`src/rtl/zperm_pkg.sv`:
```
package zperm_pkg;

    typedef enum logic [1:0] {
        ACC_FETCH = 2'b00,
        ACC_LOAD  = 2'b01,
        ACC_STORE = 2'b10,
        ACC_RSVD  = 2'b11
    } acc_e;

    typedef enum logic [1:0] {
        FLT_NONE  = 2'b00,
        FLT_ZONE  = 2'b01,
        FLT_WPROT = 2'b10,
        FLT_XPROT = 2'b11
    } flt_e;

    typedef enum logic [1:0] {
        ZC_NOUSER = 2'b00,
        ZC_ENTRY  = 2'b01,
        ZC_SUPALL = 2'b10,
        ZC_OPEN   = 2'b11
    } zcode_e;

    typedef struct packed {
        logic valid;
        logic grant;
        logic fault;
        flt_e cls;
        logic rd;
        logic wr;
    } verdict_t;

endpackage

```
`src/rtl/zperm_zone_pick.sv`:
```
module zperm_zone_pick #(
    parameter int ZONES  = 16,
    parameter int CODE_W = 2,
    parameter int SEL_W  = $clog2(ZONES),
    parameter int ZPR_W  = ZONES * CODE_W
) (
    input  logic [ZPR_W-1:0]  zone_reg,
    input  logic [SEL_W-1:0]  zone_sel,
    output logic [CODE_W-1:0] code
);
    logic [CODE_W-1:0] field [ZONES];

    // zone 0 sits in the most significant field
    for (genvar g = 0; g < ZONES; g++) begin : g_field
        assign field[g] = zone_reg[ZPR_W-1-g*CODE_W -: CODE_W];
    end

    assign code = field[zone_sel];
endmodule

```
`src/rtl/zperm_rule.sv`:
```
module zperm_rule
    import zperm_pkg::*;
(
    input  logic [1:0] code,
    input  logic       user_mode,
    input  logic [1:0] acc_type,
    input  logic       ent_exec,
    input  logic       ent_write,
    output verdict_t   verdict
);
    logic deny_zone;
    logic open_all;

    always_comb begin
        deny_zone = (code == ZC_NOUSER) && user_mode;
        open_all  = (code == ZC_OPEN) || ((code == ZC_SUPALL) && !user_mode);
    end

    always_comb begin
        verdict = '0;
        if (deny_zone) begin
            verdict.fault = 1'b1;
            verdict.cls   = FLT_ZONE;
        end else if (open_all) begin
            verdict.grant = 1'b1;
            verdict.rd    = 1'b1;
            verdict.wr    = 1'b1;
        end else begin
            unique case (acc_type)
                ACC_FETCH: begin
                    if (ent_exec) begin
                        verdict.grant = 1'b1;
                        verdict.rd    = 1'b1;
                        verdict.wr    = ent_write;
                    end else begin
                        verdict.fault = 1'b1;
                        verdict.cls   = FLT_XPROT;
                    end
                end
                ACC_STORE: begin
                    if (ent_write) begin
                        verdict.grant = 1'b1;
                        verdict.rd    = 1'b1;
                        verdict.wr    = 1'b1;
                    end else begin
                        verdict.fault = 1'b1;
                        verdict.cls   = FLT_WPROT;
                    end
                end
                default: begin
                    verdict.grant = 1'b1;
                    verdict.rd    = 1'b1;
                    verdict.wr    = ent_write;
                end
            endcase
        end
    end
endmodule

```
`src/rtl/zone_perm_check.sv`:
```
module zone_perm_check
    import zperm_pkg::*;
#(
    parameter int ZONES    = 16,
    parameter int CODE_W   = 2,
    parameter int ATTR_W   = 8,
    parameter int ZSEL_LSB = 4,
    parameter int SEL_W    = $clog2(ZONES),
    parameter int ZPR_W    = ZONES * CODE_W
) (
    input  logic              clk,
    input  logic              rst_n,
    input  logic              hit_valid,
    input  logic [ATTR_W-1:0] attr,
    input  logic              ent_exec,
    input  logic              ent_write,
    input  logic [ZPR_W-1:0]  zone_reg,
    input  logic              user_mode,
    input  logic [1:0]        acc_type,
    output logic              rsp_valid,
    output logic              rsp_grant,
    output logic              rsp_fault,
    output logic [1:0]        rsp_class,
    output logic              rsp_rd,
    output logic              rsp_wr
);
    logic [SEL_W-1:0]  zone_sel;
    logic [CODE_W-1:0] zone_code;
    verdict_t          rule_v;
    verdict_t          st_d, st_q;

    assign zone_sel = attr[ZSEL_LSB +: SEL_W];

    zperm_zone_pick #(
        .ZONES (ZONES),
        .CODE_W(CODE_W)
    ) pick_i (
        .zone_reg(zone_reg),
        .zone_sel(zone_sel),
        .code    (zone_code)
    );

    zperm_rule rule_i (
        .code     (zone_code[1:0]),
        .user_mode(user_mode),
        .acc_type (acc_type),
        .ent_exec (ent_exec),
        .ent_write(ent_write),
        .verdict  (rule_v)
    );

    always_comb begin
        st_d = '0;
        if (hit_valid) begin
            st_d       = rule_v;
            st_d.valid = 1'b1;
        end
    end

    always_ff @(posedge clk) begin
        if (!rst_n) st_q <= '0;
        else        st_q <= st_d;
    end

    assign rsp_valid = st_q.valid;
    assign rsp_grant = st_q.grant;
    assign rsp_fault = st_q.fault;
    assign rsp_class = st_q.cls;
    assign rsp_rd    = st_q.rd;
    assign rsp_wr    = st_q.wr;
endmodule

```
`config.mk`:
```
export PLATFORM = sky130hd
export DESIGN_NAME = zone_perm_check
export DESIGN_NICKNAME = d
export VERILOG_FILES = /design/src/rtl/zperm_pkg.sv /design/src/rtl/zperm_zone_pick.sv /design/src/rtl/zperm_rule.sv /design/src/rtl/zone_perm_check.sv
export SDC_FILE = /design/constraint.sdc
export NUM_CORES = 1
export LEC_CHECK = 0
export BUFFER_PORTS_ARGS = -buffer_cell sky130_fd_sc_hd__buf_2
export CAP_MARGIN = 30
export CORE_UTILIZATION = 36
export CTS_CLUSTER_SIZE = 16
export DETAILED_ROUTE_END_ITERATION = 8
export PLACE_DENSITY = 0.8
export SETUP_SLACK_MARGIN = 0.02
export SLEW_MARGIN = 20
export SYNTH_ARGS = -nofsm -noshare
export SYNTH_HDL_FRONTEND = slang
export SYNTH_SLANG_ARGS = --single-unit
```
`constraint.sdc`:
```
create_clock -name clk -period 2.9 [get_ports clk]
set_clock_uncertainty 0.05 [all_clocks]
set_input_delay 0 -clock clk [delete_from_list [all_inputs] [get_ports clk]]
set_output_delay 0 -clock clk [all_outputs]
set_load 0.01 [all_outputs]
```
=== Word-level counts from Yosys, hierarchy flattened ===
Cells that the tools add are included.

* Memories kept: 0
* RAM bits: 0
* Output and inout port bits: 7
* Bits in latches: 0
* Word-level logic and storage cells: 42
* ROM bits: 0
* Bits in registers: 7

* Eq/ne operators: 3
* Multipliers: 0
* Shift operators: 0
* Order comparisons: 1
* $add $sub $neg: 0
* Multiplexer cells: 19
* Bitwise logic cells: 3
* Divide/modulo/power cells: 0
* Reduce and logical (&&, ||, !) cells: 9

{| class="wikitable"
|+ Operators by type and width
! cell !! count
|-
| 2-bit 2-to-1 mux || 6
|-
| 3-bit 2-to-1 mux || 4
|-
| 2-bit binary-select mux with 4-bit select || 1
|-
| 7-bit 2-to-1 mux || 1
|-
| 2-bit == test, second input constant || 3
|-
| 3-bit case mux with 2 select lines || 1
|-
| 5-bit greater-or-equal comparator, second input constant || 1
|-
| 4-bit inverter with 5-bit output || 1
|-
| 2-bit logical NOT || 2
|-
| 1-bit 2-to-1 mux || 4
|-
| 2-bit case mux with 2 select lines || 1
|-
| 4-bit OR reduction || 1
|-
| 3-bit OR reduction || 1
|-
| 1-bit logical AND || 2
|-
| 1-bit inverter || 2
|-
| 1-bit case mux with 2 select lines || 1
|-
| 2-bit AND reduction || 1
|-
| 1-bit logical NOT || 1
|-
| 1-bit logical OR || 1
|}

=== Depth between registers and ports, before layout ===
Gate-level depths: netlist (run 1).

* Depth after elaboration: 10
* Gate-level depth with buffers: 6

=== Cells and area by module ===
From an unflattened synthesis (run 1), not the netlist that was laid out.

* Cells, all modules: 51
* Area total of the unflattened synthesis: 573.0 um^2

{| class="wikitable"
|+ By module, submodules not included
! module !! seq. area each (um^2) !! area an instance (um^2) !! cells each !! instances
|-
| zperm_zone_pick || 0.0 || 269.0 || 21 || 1
|-
| zone_perm_check || 140.1 || 185.2 || 14 || 1
|-
| zperm_rule || 0.0 || 118.9 || 16 || 1
|}

=== Least setup slack after synthesis (run 1) ===
No wires, ideal clock.

* Path kind: input-to-reg
* From: input attr[4]
* To: register st_q (netlist bit rsp_grant)
* Data required time: 2734 ps
* Arrival time: 1578 ps
* Path buffers: 1
* Library setup time: 116 ps
* Setup slack: 1156 ps
* Stages: 5
* Cell sequence: buf_6 -> mux4_2 -> mux4_2 -> a211o_1 -> and3_1

* Longest elaborated chain between the ends: 8
* Elaborated cells between the ends (all ways): 12

{| class="wikitable"
|+ Ends and longest elaborated chain
! what !! RTL line !! source
|-
| start, declared || zone_perm_check.sv:14 || <nowiki>input logic [ATTR_W-1:0] attr,</nowiki>
|-
| 4-bit inverter with 5-bit output (not written as such) (*) || zperm_zone_pick.sv:18 || <nowiki>assign code = field[zone_sel];</nowiki>
|-
| 2-bit binary-select mux with 4-bit select (*) || zperm_zone_pick.sv:18 ||
|-
| 2-bit 2-to-1 mux (not written as such) (*) (2 in series) || zperm_zone_pick.sv:18 ||
|-
| 2-bit == test || zperm_rule.sv:16 || <nowiki>open_all = (code == ZC_OPEN) || ((code == ZC_SUPALL) && !user_mode);</nowiki>
|-
| 1-bit logical AND || zperm_rule.sv:16 ||
|-
| 1-bit logical OR || zperm_rule.sv:16 ||
|-
| 1-bit 2-to-1 mux || zperm_rule.sv:24 || <nowiki>end else if (open_all) begin</nowiki>
|-
| end signal, assigned || zone_perm_check.sv:62 || <nowiki>else st_q <= st_d;</nowiki>
|-
| end, declared || zone_perm_check.sv:30 || <nowiki>verdict_t st_d, st_q;</nowiki>
|}

Every way passes the cells marked *; elsewhere a longest branch is shown, timed or not. The select of a mux whose other input is x is not followed.
A chain may end at the register's enable or synchronous reset.

=== Worst setup path in the final report (run 1) ===
Ends and elaborated chain as after synthesis.

==> results of run 1 <==
worst max-delay path: cells and delay by family:
family	cells	cell delay, ps
mux	2	1090
simple gates	1	190
compound gates	1	330
buf+inv	1	250
routing by layer:
layer	vias up	routed length [µm]
met2	46	654
met1	257	440
li1	285	-
met3	2	124
met4	0	7
met5	-	0
placed cells by master (no fill, tap or decap):
| cell | Yosys | layout |
|---|---|---|
| buf_2 | 0 | 50 |
| mux4_2 | 4 | 4 |
| nor4b_1 | 1 | 1 |
| nor2b_1 | 1 | 1 |
| mux4_1 | 3 | 3 |
| mux2i_1 | 2 | 2 |
| a22o_1 | 1 | 1 |
| clkbuf_4 | 0 | 3 |
| o41ai_1 | 1 | 1 |
| o22ai_1 | 2 | 2 |
| or3_1 | 1 | 1 |
| nand2b_1 | 2 | 2 |
| nor2_1 | 1 | 1 |
| mux2_2 | 2 | 2 |
| o21ai_0 | 1 | 1 |
| and2b_2 | 2 | 2 |
| a21oi_1 | 1 | 1 |
| a211o_1 | 2 | 2 |
| a2111oi_0 | 1 | 1 |
| and3_1 | 2 | 2 |
| nand3_1 | 1 | 1 |
| dfxtp_1 | 6 | 6 |
| inv_1 | 1 | 1 |
| dlygate4sd3_1 | 0 | 1 |
| or2_2 | 1 | 1 |
| nand2_1 | 1 | 1 |
| nor3_1 | 1 | 1 |
registers in the layout (all words and copies together) (netlist names):
signal     cells
rsp_class      2
rsp_fault      1
rsp_grant      1
rsp_valid      1
rsp_wr         1
layout make-up:
class                           instances  area (µm²)
Inverter                                1        3.75
Timing Repair Buffer                   51         260
Sequential cell                         6         120
Fill cell                             110         527
Tap cell                               15        18.8
Clock buffer                            3        22.5
Multi-Input combinational cell         34         365
per-stage QoR:
step | total power, µW | std cells | worst slack (ps)
finish | 252 | 110 | 1120
global placement | 176 | 106 | 916
detailed placement | 179 | 106 | 883
CTS | 253 | 110 | 1110
global route | 269 | 110 | 1020
floorplan | 142 | 44 | 1160
power by group through the flow:
| stage | clock, µW | sequential, µW | combinational [µW] |
|---|---|---|---|
| 6_report | 74.0 | 88.9 | 89.1 |
| 5_1_grt | 80.9 | 89.4 | 98.7 |
| 3_3_place_gp | 0 | 90.1 | 85.8 |
| 3_5_place_dp | 0 | 90.5 | 88.2 |
| 4_1_cts | 73.9 | 89.0 | 89.5 |
| 2_1_floorplan | 0 | 93.3 | 48.5 |
cells by family after synthesis:
logic type	Yosys count
compound gates	9
simple gates	14
buf+inv	4
mux	11
flops	6
synthesized netlist by cell type, drive strengths merged:
cell and number:
mux4 7, dfxtp 6, a211o 2, and2b 2, and3 2, buf 2, mux2 2, mux2i 2
nand2b 2, o22ai 2, a2111oi 1, a21oi 1, a22o 1, clkbuf 1, inv 1, nand2 1
nand3 1, nor2 1, nor2b 1, nor3 1, nor4b 1, o21ai 1, o41ai 1, or2 1
or3 1
worst paths after layout:
| kind | start | end | slack, ps | cells past startpoint |
|---|---|---|---|---|
| worst max-delay path | attr[4] | rsp_grant | 1120 | 5 |
| worst min-delay path | acc_type[0] | rsp_class[1] | 40 | 3 |
==> run metrics, run 1 <==
clk sinks 6; register area share after synthesis 23.5%; Relative slew margins 65.3%; core area 1320 µm²; Post-Route Utilization 60.0%; Setup Buffers After CTS 0; Leak Pwr 0.000412 µW; critical path arrival 1860 ps; GR peak layer met2; Final Instance Area roughly 790 µm²; clock slew at reported path FFs 40 ps; area of placed instances 758 µm²; Yosys cell types 27; worst-path cell chain buf_2 -> mux4_1 -> mux4_2 -> a211o_1 -> and3_1; final setup violating endpoints 0; number of hold buffers added after cts 1; TNS Setup 0 ps; Synth area leaders dfxtp_1, mux4_2, mux4_1, mux2_2, mux2i_1; CTS root buf clkbuf_4; compound-cell area share of the yosys netlist 13.0%; Die X 39.7 µm; Routability Congestion 0.696; vias in the first global route 529; slowest cell on the critical path mux4_1; Final Hold Vio Count 0; Logic pwr share 35.4%; Initial DRC Count 12; Routed Antenna Nets 0; first-pass GRT wire length between 1.5 and 2 mm; post-cts sizing count 0; Flop pwr share 35.3%; pin slew with the least headroom to its limit 515 ps; RSZ-0062 raised after global routing no; Crit. End Element register; # H-tree levels 1; Num CTS Buffers 3; share of cells above drive strength 1 between 60% and 70%; met2 Resource Use GR 35.7%; synthesized-area fraction occupied by adder cells 0%; Initial Utilization around 39%; Hold Path Class primary input to register; initial antenna violation count 0; Die ar. 1580 µm²; outcome completed; Synth Net Count between 90 and 100; Hold WS about 37 ps; GR Overflow Total 0; DRT Pass-1 Iters 4; Nets 145; Sw Share 25.0%; Avg WL per Cell 11.2 µm; Worst EP required approximately 3000 ps; # DRC 0; pin count of the biggest net entering global routing 12; top cell type's share of synthesized area a little under a quarter; crit path time final 1780 ps; Setup Crit Path Kind primary input to register; Total Wirelength roughly 1.2 mm; GR Util All Layers 16.9%; CP Launch Type primary input; maximum buffer depth of the clock tree 2; Yosys warnings 0; # Max-Cap Violations 0; P&R area growth vs syn 54.5%; PwrDens 319 nW/µm²; post-synthesis mux area share approximately two fifths; peak fanout along the critical path 11; max-slew violations 0; power share of the clock group between 20% and 30%; syn avg cell area 11.6 µm²; Die Y between 30 and 40 µm; Mapped Area 512 µm²; Simple-Gate Fraction of Synth Area 17.1%; Peak Freq about 560 MHz; Mapped Cells between 40 and 50; Tcrit/Tclk final 61.3%; GR Util met1 16.8%; Net Sw Power 62.9 µW; Yosys reg bits 6; Peak VDD IR 0.000116 V; CTS tree built; largest family of logic cells by synthesized area multiplexers; port bufs 50; P_int 189 µW; biggest area consumer among synthesized cells dfxtp_1; DR vias/cell 5.36; vias 590; critical path's largest stage delay 590 ps; ANT cells 0; IO Pins 55; met3 GRT Util 2.27%; row cnt 13; Synth Area in XOR/XNOR 0%
(Power assumes the default switching activity.)
==> run 2: changes to the inputs <==
CORE_UTILIZATION = 30   (was 36)
PLACE_DENSITY = 0.71   (was 0.8)
clock period = 1.49 ns   (was 2.9 ns; I/O delays follow)
==> run metrics, run 2 (synthesized netlist as in run 1, its figures left out) <==
Initial Utilization between 30% and 40%; Avg WL per Cell 12.8 µm; Logic pwr share 42.2%; Num CTS Buffers 3; Routability Congestion ~0.67; Die X 43.3 µm; Peak Freq 657 MHz; port bufs 50; GR Util All Layers 17.4%; GR Overflow Total 0; crit path time final 1520 ps; Final Hold Vio Count 0; Final Instance Area ~920 µm²; Routed Antenna Nets 0; clock slew at reported path FFs 50 ps; Hold Path Class primary input to register; power share of the clock group a little over a quarter; critical path arrival roughly 1600 ps; CTS tree built; P_int 410 µW; Flop pwr share 30.6%; # Max-Cap Violations 0; Tcrit/Tclk final 102%; DRT Pass-1 Iters 2; peak fanout along the critical path 5; pin count of the biggest net entering global routing 11; vias in the first global route 623; Relative slew margins around 56%; Crit. End Element register; Die Y 43.3 µm; first-pass GRT wire length 2.45 mm; Die ar. 1870 µm²; row cnt 14; outcome complete, but fails checks; ANT cells 0; Sw Share 27.2%; Leak Pwr 0.000461 µW; commonest non-fill, non-tap cell in the layout buf_2; share of cells above drive strength 1 76.2%; most frequent cells in the layout buf_2, mux4_2, dfxtp_1; # DRC 0; dpl ws -513 ps; vias 621; pin slew with the least headroom to its limit 660 ps; # H-tree levels 1; clk sinks 6; maximum buffer depth of the clock tree 2; core area about 1500 µm²; CTS root buf clkbuf_4; Peak VDD IR 0.000264 V; final setup margin -31.5 ps; DP HPWL 1.17 mm; IO Pins 55; P&R area growth vs syn 80.0%; initial antenna violation count 0; max reg flops 2; Worst EP required 1580 ps; Setup Crit Path Kind primary input to register; Nets approximately 150; Total Wirelength between 1 and 1.5 mm; CP Launch Type primary input; area of placed instances 785 µm²; failing checks negative setup slack; DR vias/cell approximately 5.3; Initial DRC Count 11; Net Sw Power 154 µW; final setup violating endpoints 1; PwrDens 612 nW/µm²; max-slew violations 0; RSZ-0062 raised after global routing yes
[run 2: metal layers]
layer,vias up,wire (µm),part of all wire (%),track usage [%]
met5,-,0,0,0
met4,0,15,1.0,7.27
met3,2,125,8.4,2.55
met2,40,810,54,34.3
met1,286,545,36,17.8
li1,293,-,-,-
[run 2: worst max-delay path, stage by stage]
cell	delay, ps
buf_12	90
mux4_2	480
mux4_2	550
a211o_1	330
and3_1	160
[run 2: repair_timing]
item / in CTS / in global routing
endpoints found under the setup margin: 5 / 5
resized for setup: 9 / 8
cloned: 1 / 0
hold buffers: 1 / 0
endpoints found under the hold margin: 1 / 0
setup buffers: 1 / 1
pin swaps: 1 / 3
[run 2: layout make-up]
class / count / area (µm²)
inverters: 1 / 3.75
fillers: 142 / 621
flip-flops and latches: 6 / 120
multi-input cells: 34 / 409
clock buffers: 3 / 22.5
well taps: 16 / 20.0
repair buffers: 57 / 345
[run 2: worst paths after layout]
path         from            to  cells past startpoint
max       attr[4]     rsp_grant                      5
min   acc_type[0]  rsp_class[1]                      3
[run 2: metrics by stage]
step	hold slack, ps	util [%]	instances	setup TNS [ps]	total power [µW]
floorplan	101	-	44	-778	281
global placement	228	50.9	110	-2010	355
detailed placement	226	50.9	110	-2320	362
CTS	46.0	57.5	116	-15.7	540
global route	83.4	59.7	117	-150	593
finish	49.1	59.7	117	-31.5	564
[run 2: power by group through the flow]
stage / Sequential [µW] / Combinational (µW) / Clock (µW)
6_report: 173 / 238 / 153
5_1_grt: 173 / 257 / 162
4_1_cts: 173 / 213 / 154
3_5_place_dp: 176 / 186 / 0
3_3_place_gp: 176 / 179 / 0
2_1_floorplan: 182 / 99.2 / 0
